--- src/rtl/zicm_pkg.sv ---
package zicm_pkg;
  typedef enum logic [1:0] {
    ST_IDLE = 2'd0,
    ST_RUN  = 2'd1,
    ST_FIN  = 2'd2
  } zicm_state_e;
endpackage

--- src/rtl/zicm_history.sv ---
module zicm_history #(
  parameter int DATA_W = 16,
  parameter int DEPTH  = 8
) (
  input  logic                          clk,
  input  logic                          rst_n,
  input  logic                          clear_i,
  input  logic                          accept_i,
  input  logic [DATA_W-1:0]             din_i,
  output logic [DEPTH-1:0][DATA_W-1:0]  hist_o
);
  logic [DEPTH-1:0][DATA_W-1:0] hist_q, hist_d;
  logic                         hist_en;

  // index 0 holds the newest word
  always_comb begin
    hist_en = clear_i | accept_i;
    if (clear_i) hist_d = '0;
    else         hist_d = {hist_q[DEPTH-2:0], din_i};
  end

  always_ff @(posedge clk or negedge rst_n) begin
    if (!rst_n)       hist_q <= '0;
    else if (hist_en) hist_q <= hist_d;
  end

  assign hist_o = hist_q;
endmodule

--- src/rtl/zicm_period_match.sv ---
module zicm_period_match #(
  parameter int DATA_W  = 16,
  parameter int MAX_PER = 4,
  parameter int LEN_W   = 12,
  parameter int PER_W   = 3
) (
  input  logic [2*MAX_PER-1:0][DATA_W-1:0] hist_i,
  input  logic [LEN_W-1:0]                 cnt_i,
  output logic                             any_o,
  output logic [PER_W-1:0]                 per_o
);
  logic [MAX_PER-1:0] hit_vec;

  for (genvar p = 1; p <= MAX_PER; p++) begin : g_per
    logic eq, nz;
    always_comb begin
      eq = 1'b1;
      nz = 1'b0;
      for (int i = 0; i < p; i++) begin
        if (hist_i[i] != hist_i[i+p]) eq = 1'b0;
        if (hist_i[i] != '0)          nz = 1'b1;
      end
    end
    assign hit_vec[p-1] = eq & nz & (cnt_i >= LEN_W'(2*p));
  end

  // shortest period wins
  always_comb begin
    per_o = '0;
    for (int p = MAX_PER; p >= 1; p--) begin
      if (hit_vec[p-1]) per_o = PER_W'(p);
    end
  end

  assign any_o = |hit_vec;
endmodule

--- src/rtl/zicm_ctrl.sv ---
module zicm_ctrl
  import zicm_pkg::*;
#(
  parameter int LEN_W     = 12,
  parameter int PER_W     = 3,
  parameter int FRAC_BITS = 6
) (
  input  logic             clk,
  input  logic             rst_n,
  input  logic             start_i,
  input  logic             valid_i,
  input  logic [LEN_W-1:0] obs_len_i,
  input  logic             match_any_i,
  input  logic [PER_W-1:0] match_per_i,
  output logic             clear_o,
  output logic             accept_o,
  output logic [LEN_W-1:0] cnt_o,
  output logic             done_o,
  output logic             fail_o,
  output logic [PER_W-1:0] period_o
);
  localparam logic [LEN_W-1:0] MIN_LEN = LEN_W'(FRAC_BITS);

  zicm_state_e      st_q, st_d;
  logic [LEN_W-1:0] cnt_q, cnt_d, len_q, len_d;
  logic             hit_q, hit_d, fail_q, fail_d;
  logic [PER_W-1:0] hp_q, hp_d, pout_q, pout_d;
  logic             upd_en;

  always_comb begin
    st_d = st_q;  cnt_d = cnt_q;  len_d = len_q;
    hit_d = hit_q; hp_d = hp_q;  fail_d = fail_q; pout_d = pout_q;
    clear_o = 1'b0; accept_o = 1'b0;
    upd_en = start_i | (st_q == ST_RUN);
    if (start_i) begin
      st_d    = ST_RUN;
      cnt_d   = '0;
      len_d   = (obs_len_i < MIN_LEN) ? MIN_LEN : obs_len_i;
      hit_d   = 1'b0;
      hp_d    = '0;
      fail_d  = 1'b0;
      pout_d  = '0;
      clear_o = 1'b1;
    end else if (st_q == ST_RUN) begin
      if (!hit_q && match_any_i) begin
        hit_d = 1'b1;
        hp_d  = match_per_i;
      end
      if (cnt_q == len_q) begin
        st_d   = ST_FIN;
        fail_d = hit_q | match_any_i;
        pout_d = hit_q ? hp_q : (match_any_i ? match_per_i : '0);
      end else if (valid_i) begin
        accept_o = 1'b1;
        cnt_d    = cnt_q + 1'b1;
      end
    end
  end

  always_ff @(posedge clk or negedge rst_n) begin
    if (!rst_n) begin
      st_q <= ST_IDLE; cnt_q <= '0; len_q <= '0;
      hit_q <= 1'b0; hp_q <= '0; fail_q <= 1'b0; pout_q <= '0;
    end else if (upd_en) begin
      st_q <= st_d; cnt_q <= cnt_d; len_q <= len_d;
      hit_q <= hit_d; hp_q <= hp_d; fail_q <= fail_d; pout_q <= pout_d;
    end
  end

  assign cnt_o    = cnt_q;
  assign done_o   = (st_q == ST_FIN);
  assign fail_o   = fail_q;
  assign period_o = pout_q;
endmodule

--- src/rtl/zero_input_cycle_monitor.sv ---
module zero_input_cycle_monitor #(
  parameter int DATA_W    = 16,
  parameter int MAX_PER   = 4,
  parameter int LEN_W     = 12,
  parameter int FRAC_BITS = 6,
  parameter int PER_W     = $clog2(MAX_PER + 1)
) (
  input  logic              clk,
  input  logic              rst_n,
  input  logic              start_i,
  input  logic              sample_valid_i,
  input  logic [DATA_W-1:0] sample_i,
  input  logic [LEN_W-1:0]  obs_len_i,
  output logic              done_o,
  output logic              fail_o,
  output logic [PER_W-1:0]  period_o
);
  localparam int HIST_D = 2 * MAX_PER;

  logic [1:0]                    rst_sync_q;
  logic                          rst_int_n;
  logic                          clear, accept, match_any;
  logic [LEN_W-1:0]              cnt;
  logic [PER_W-1:0]              match_per;
  logic [HIST_D-1:0][DATA_W-1:0] hist;

  always_ff @(posedge clk or negedge rst_n) begin
    if (!rst_n) rst_sync_q <= 2'b00;
    else        rst_sync_q <= {rst_sync_q[0], 1'b1};
  end
  assign rst_int_n = rst_sync_q[1];

  zicm_history #(.DATA_W(DATA_W), .DEPTH(HIST_D)) u_hist (
    .clk(clk), .rst_n(rst_int_n), .clear_i(clear), .accept_i(accept),
    .din_i(sample_i), .hist_o(hist)
  );

  zicm_period_match #(.DATA_W(DATA_W), .MAX_PER(MAX_PER), .LEN_W(LEN_W), .PER_W(PER_W)) u_match (
    .hist_i(hist), .cnt_i(cnt), .any_o(match_any), .per_o(match_per)
  );

  zicm_ctrl #(.LEN_W(LEN_W), .PER_W(PER_W), .FRAC_BITS(FRAC_BITS)) u_ctrl (
    .clk(clk), .rst_n(rst_int_n), .start_i(start_i), .valid_i(sample_valid_i),
    .obs_len_i(obs_len_i), .match_any_i(match_any), .match_per_i(match_per),
    .clear_o(clear), .accept_o(accept), .cnt_o(cnt),
    .done_o(done_o), .fail_o(fail_o), .period_o(period_o)
  );
endmodule

--- config.mk ---
export PLATFORM = sky130hd
export DESIGN_NAME = zero_input_cycle_monitor
export DESIGN_NICKNAME = d
export VERILOG_FILES = /design/src/rtl/zicm_pkg.sv /design/src/rtl/zicm_history.sv /design/src/rtl/zicm_period_match.sv /design/src/rtl/zicm_ctrl.sv /design/src/rtl/zero_input_cycle_monitor.sv
export SDC_FILE = /design/constraint.sdc
export NUM_CORES = 1
export LEC_CHECK = 0
export BUFFER_PORTS_ARGS = -buffer_cell sky130_fd_sc_hd__buf_2
export CAP_MARGIN = 10
export CORE_MARGIN = 5
export CORE_UTILIZATION = 45
export DETAILED_ROUTE_END_ITERATION = 6
export HOLD_SLACK_MARGIN = 0.1
export SLEW_MARGIN = 20
export SYNTH_ARGS = -nofsm -noshare
export SYNTH_HDL_FRONTEND = slang
export SYNTH_SLANG_ARGS = --single-unit
--- constraint.sdc ---
create_clock -name clk -period 5.25 [get_ports clk]
set_clock_uncertainty 0.05 [all_clocks]
set_input_delay 0.525 -clock clk [delete_from_list [all_inputs] [get_ports clk]]
set_output_delay 0.525 -clock clk [all_outputs]
set_load 0.05 [all_outputs]
==> reports/results.ini <==
[place]
place_inst = 1227
port_buffers = 36
place_hpwl_um = 16530
gp_congestion = 0.8998
dpl_cell_area_um2 = 9092
post-place-ws_ns = 2.273

[setup_path]
critPathTopFamily = simple AND/OR/NAND/NOR gates
crit_fanout = 99
cp.arrival_ns = 3.26
slowest_delay_ns = 0.81
critPathLaunchType = flop
critical_path.endpoint_type = flop
crit_slowest_cell = nand2_4
ff2ff_setup_slack_ns = 2.28
worst-path-buf-inv = 1
required_ns = 5.54
criticalPathCategory = flop to flop
crit_chain = xor2_1 > nor4_1 > nand3_1 > nand2_4 > buf_4 > nand2_1 > a21oi_1

[layout]
final_area_um2 = 9724
final_common_cell = nand2_1
fillers = 1890
area_growth_syn_to_layout_pct = 7.705
fin_nets = 1016
instances_no_fill = 1260
final_cell_mix = nand2_1, dfrtp_1, a21oi_1
drive_gt1_share_pct = 9.146
antenna_cells = 0

[die]
die_area_um2 = 23000
ios = 37
rows = 51
die_h_um = 151.6
fp.coreArea_um2 = 19590
fp.dieW_um = 151.6
start_util_pct = 46.09

[routing]
wl_met1_um = 11150
wire_per_inst_um = 19.40
highest_layer = met4
first_pass_iters = 5
drc = 0
ant_nets = 0
drt-total-wl_um = 24450
vias = 6819
drtIter0Drc = 657
dr_wl_met2_um = 11460
vias_per_cell = 5.412
wl_met3_um = 1306

[synth]
synth_area_per_cell_um2 = 8.698
synth_area_um2 = 9029
synth_edf_count = 0
ys_seq_elements = 164
synth_cell_types = 41
synth_ff_type = dfrtp_1
seq_area_frac_synth_pct = 45.45
synthArstFlopShare_pct = 100.0
synth_top_area_share_pct = 45.45
synth_top_cell_by_area = dfrtp_1
netlist_instances = 1038
syn-num-nets = 1072
yosys-top-cells-area = dfrtp_1, xor2_1, nand2_1
yosys_warnings = 0

[grt]
grt.overflow.total = 0
grt_usage_pct = 22.28
grt_pass1_vias = 6843
grt_pass1_wl_um = 39190
grt_max_degree = 103
antenna_found_initial = 0

[timing]
final_max_slew_viol_count = 0
finalHoldViolCount = 0
setup_tns_ns = 0
slew_headroom_pct = 28.41
worst_pin_slew_ns = 1.074
hold_slack_ns = 0.2680
setup_slack_ns = 2.281
setup_viol = 0
post-route-min-period_ns = 2.969
fmax_mhz = 336.8
finalCritPeriodShare_pct = 56.55
grt_setup_unrepaired = false

[clock_tree]
cts_resized = 0
cts_root_buffer = clkbuf_16
cts_buffer_depth = 2
clock-sinks = 164
cts_tree = built
post-cts-setup-buffers = 0
clk_latency_ns = 0.43
cts_inserted_buffers = 17
htreeDepth = 4
path_clk_slew_ns = 0.07

[power_and_ir_drop]
ir_worst_vdd_uv = 191.2
swShare_pct = 25.40
power.density_nw_per_um2 = 297.9
p_comb_share_pct = 7.8
switching_power_uw = 735.9
seqPwrFrac_pct = 46.7
p_int_mw = 2.161
p_leak_nw = 4.576
p_clk_share_pct = 45.4

[run_status]
status = complete, no violations

[worst_hold_path]
min_path_type = input port to flop

[run]
maxCapViolCount = 0

[metal layers]
layer,up-vias,GRT usage [%]
li1,3284,-
met2,169,35.11
met1,3337,31.17
met3,29,4.610
met5,-,0
met4,0,6.514
[logic make-up (layout without fill, tap and decap cells)]
logic type	count (synthesis)	count (layout)	share of synthesized area, %
buffers and inverters	123	80	5.945
other	1	1	0.04153
adders and majority gates	2	2	0.2771
AOI/OAI and AO/OA	153	153	8.966
xor gates and xnor gates	182	182	17.66
and+or+nand+nor	404	404	20.54
DFF	164	164	45.45
muxes	9	9	1.123
[synth_stat cells (all sizes together), types with 3 or more instances]
cell type / number
nand4: 25
nand3b: 3
inv: 6
nor4: 56
nor2: 20
nor3: 7
a211oi: 3
or3: 4
nor2b: 5
a31oi: 3
clkbuf: 76
mux2: 9
nand2: 268
buf: 41
a21oi: 135
nand3: 7
xor2: 134
dfrtp: 164
xnor2: 48
nand2b: 4
[layout make-up]
| type | count | area, um^2 | share of cell area [%] |
|---|---|---|---|
| well taps | 265 | 331.6 | 3.410 |
| repair buffers | 42 | 242.7 | 2.496 |
| flip-flops and latches | 164 | 4108 | 42.24 |
| multi-input cells | 751 | 4398 | 45.23 |
| clock buffers | 21 | 470.5 | 4.838 |
| inverters | 6 | 22.52 | 0.2316 |
| clock inverters | 11 | 151.4 | 1.557 |
[stage by stage]
stage / utilization, % / power (mW)
4_1_cts: 49.64 / 2.928
6_report: 49.64 / 2.897
5_1_grt: 49.64 / 3.009
2_1_floorplan: - / 1.529
3_5_place_dp: 46.41 / 1.604
3_3_place_gp: 46.41 / 1.606
[worst register-to-register path, cell delays in order, from the launching register on]
cell and delay, ns:
dfrtp_1 0.46, xor2_1 0.19, nor4_1 0.39, nand3_1 0.23, nand2_4 0.81, buf_4 0.49
nand2_1 0.11, a21oi_1 0.16
[worst paths after layout]
| path | cells past startpoint | start | end |
|---|---|---|---|
| worst min register to register | 0 | rst_sync_q[0]$_DFF_PN0_ | rst_sync_q[1]$_DFF_PN0_ |
| min in group asynchronous | 2 | rst_n | rst_sync_q[1]$_DFF_PN0_ |
| worst min-delay path | 3 | sample_i[9] | u_hist.hist_o[9]$_DFFE_PN0P_ |
| max in group asynchronous | 1 | rst_sync_q[1]$_DFF_PN0_ | u_ctrl.cnt_o[9]$_DFFE_PN0P_ |
| worst max register to register | 7 | u_ctrl.cnt_o[4]$_DFFE_PN0P_ | u_hist.hist_o[87]$_DFFE_PN0P_ |
| worst max-delay path | 7 | u_ctrl.cnt_o[4]$_DFFE_PN0P_ | u_hist.hist_o[87]$_DFFE_PN0P_ |
[power by group through the flow]
stage | Clock, mW | Combinational, mW | Sequential [mW]
6_report | 1.32 | 0.227 | 1.35
5_1_grt | 1.40 | 0.251 | 1.36
4_1_cts | 1.35 | 0.228 | 1.35
3_5_place_dp | 0 | 0.226 | 1.38
3_3_place_gp | 0 | 0.227 | 1.38
2_1_floorplan | 0 | 0.190 | 1.34
[repair_timing]
item,4_1_cts,5_1_grt
endpoints found under the setup margin,0,0
endpoints found under the hold margin,2,0
hold buffers,1,0
[flip-flops by register name (all words and copies together), names as in the netlist]
register / flops
u_hist.hist_o: 128
u_ctrl.cnt_o: 12
u_ctrl.len_q: 12
u_ctrl.hp_q: 3
u_ctrl.period_o: 3
rst_sync_q: 2
u_ctrl.st_q: 2
u_ctrl.fail_o: 1
u_ctrl.hit_q: 1
Power figures use the tool's default switching activity.
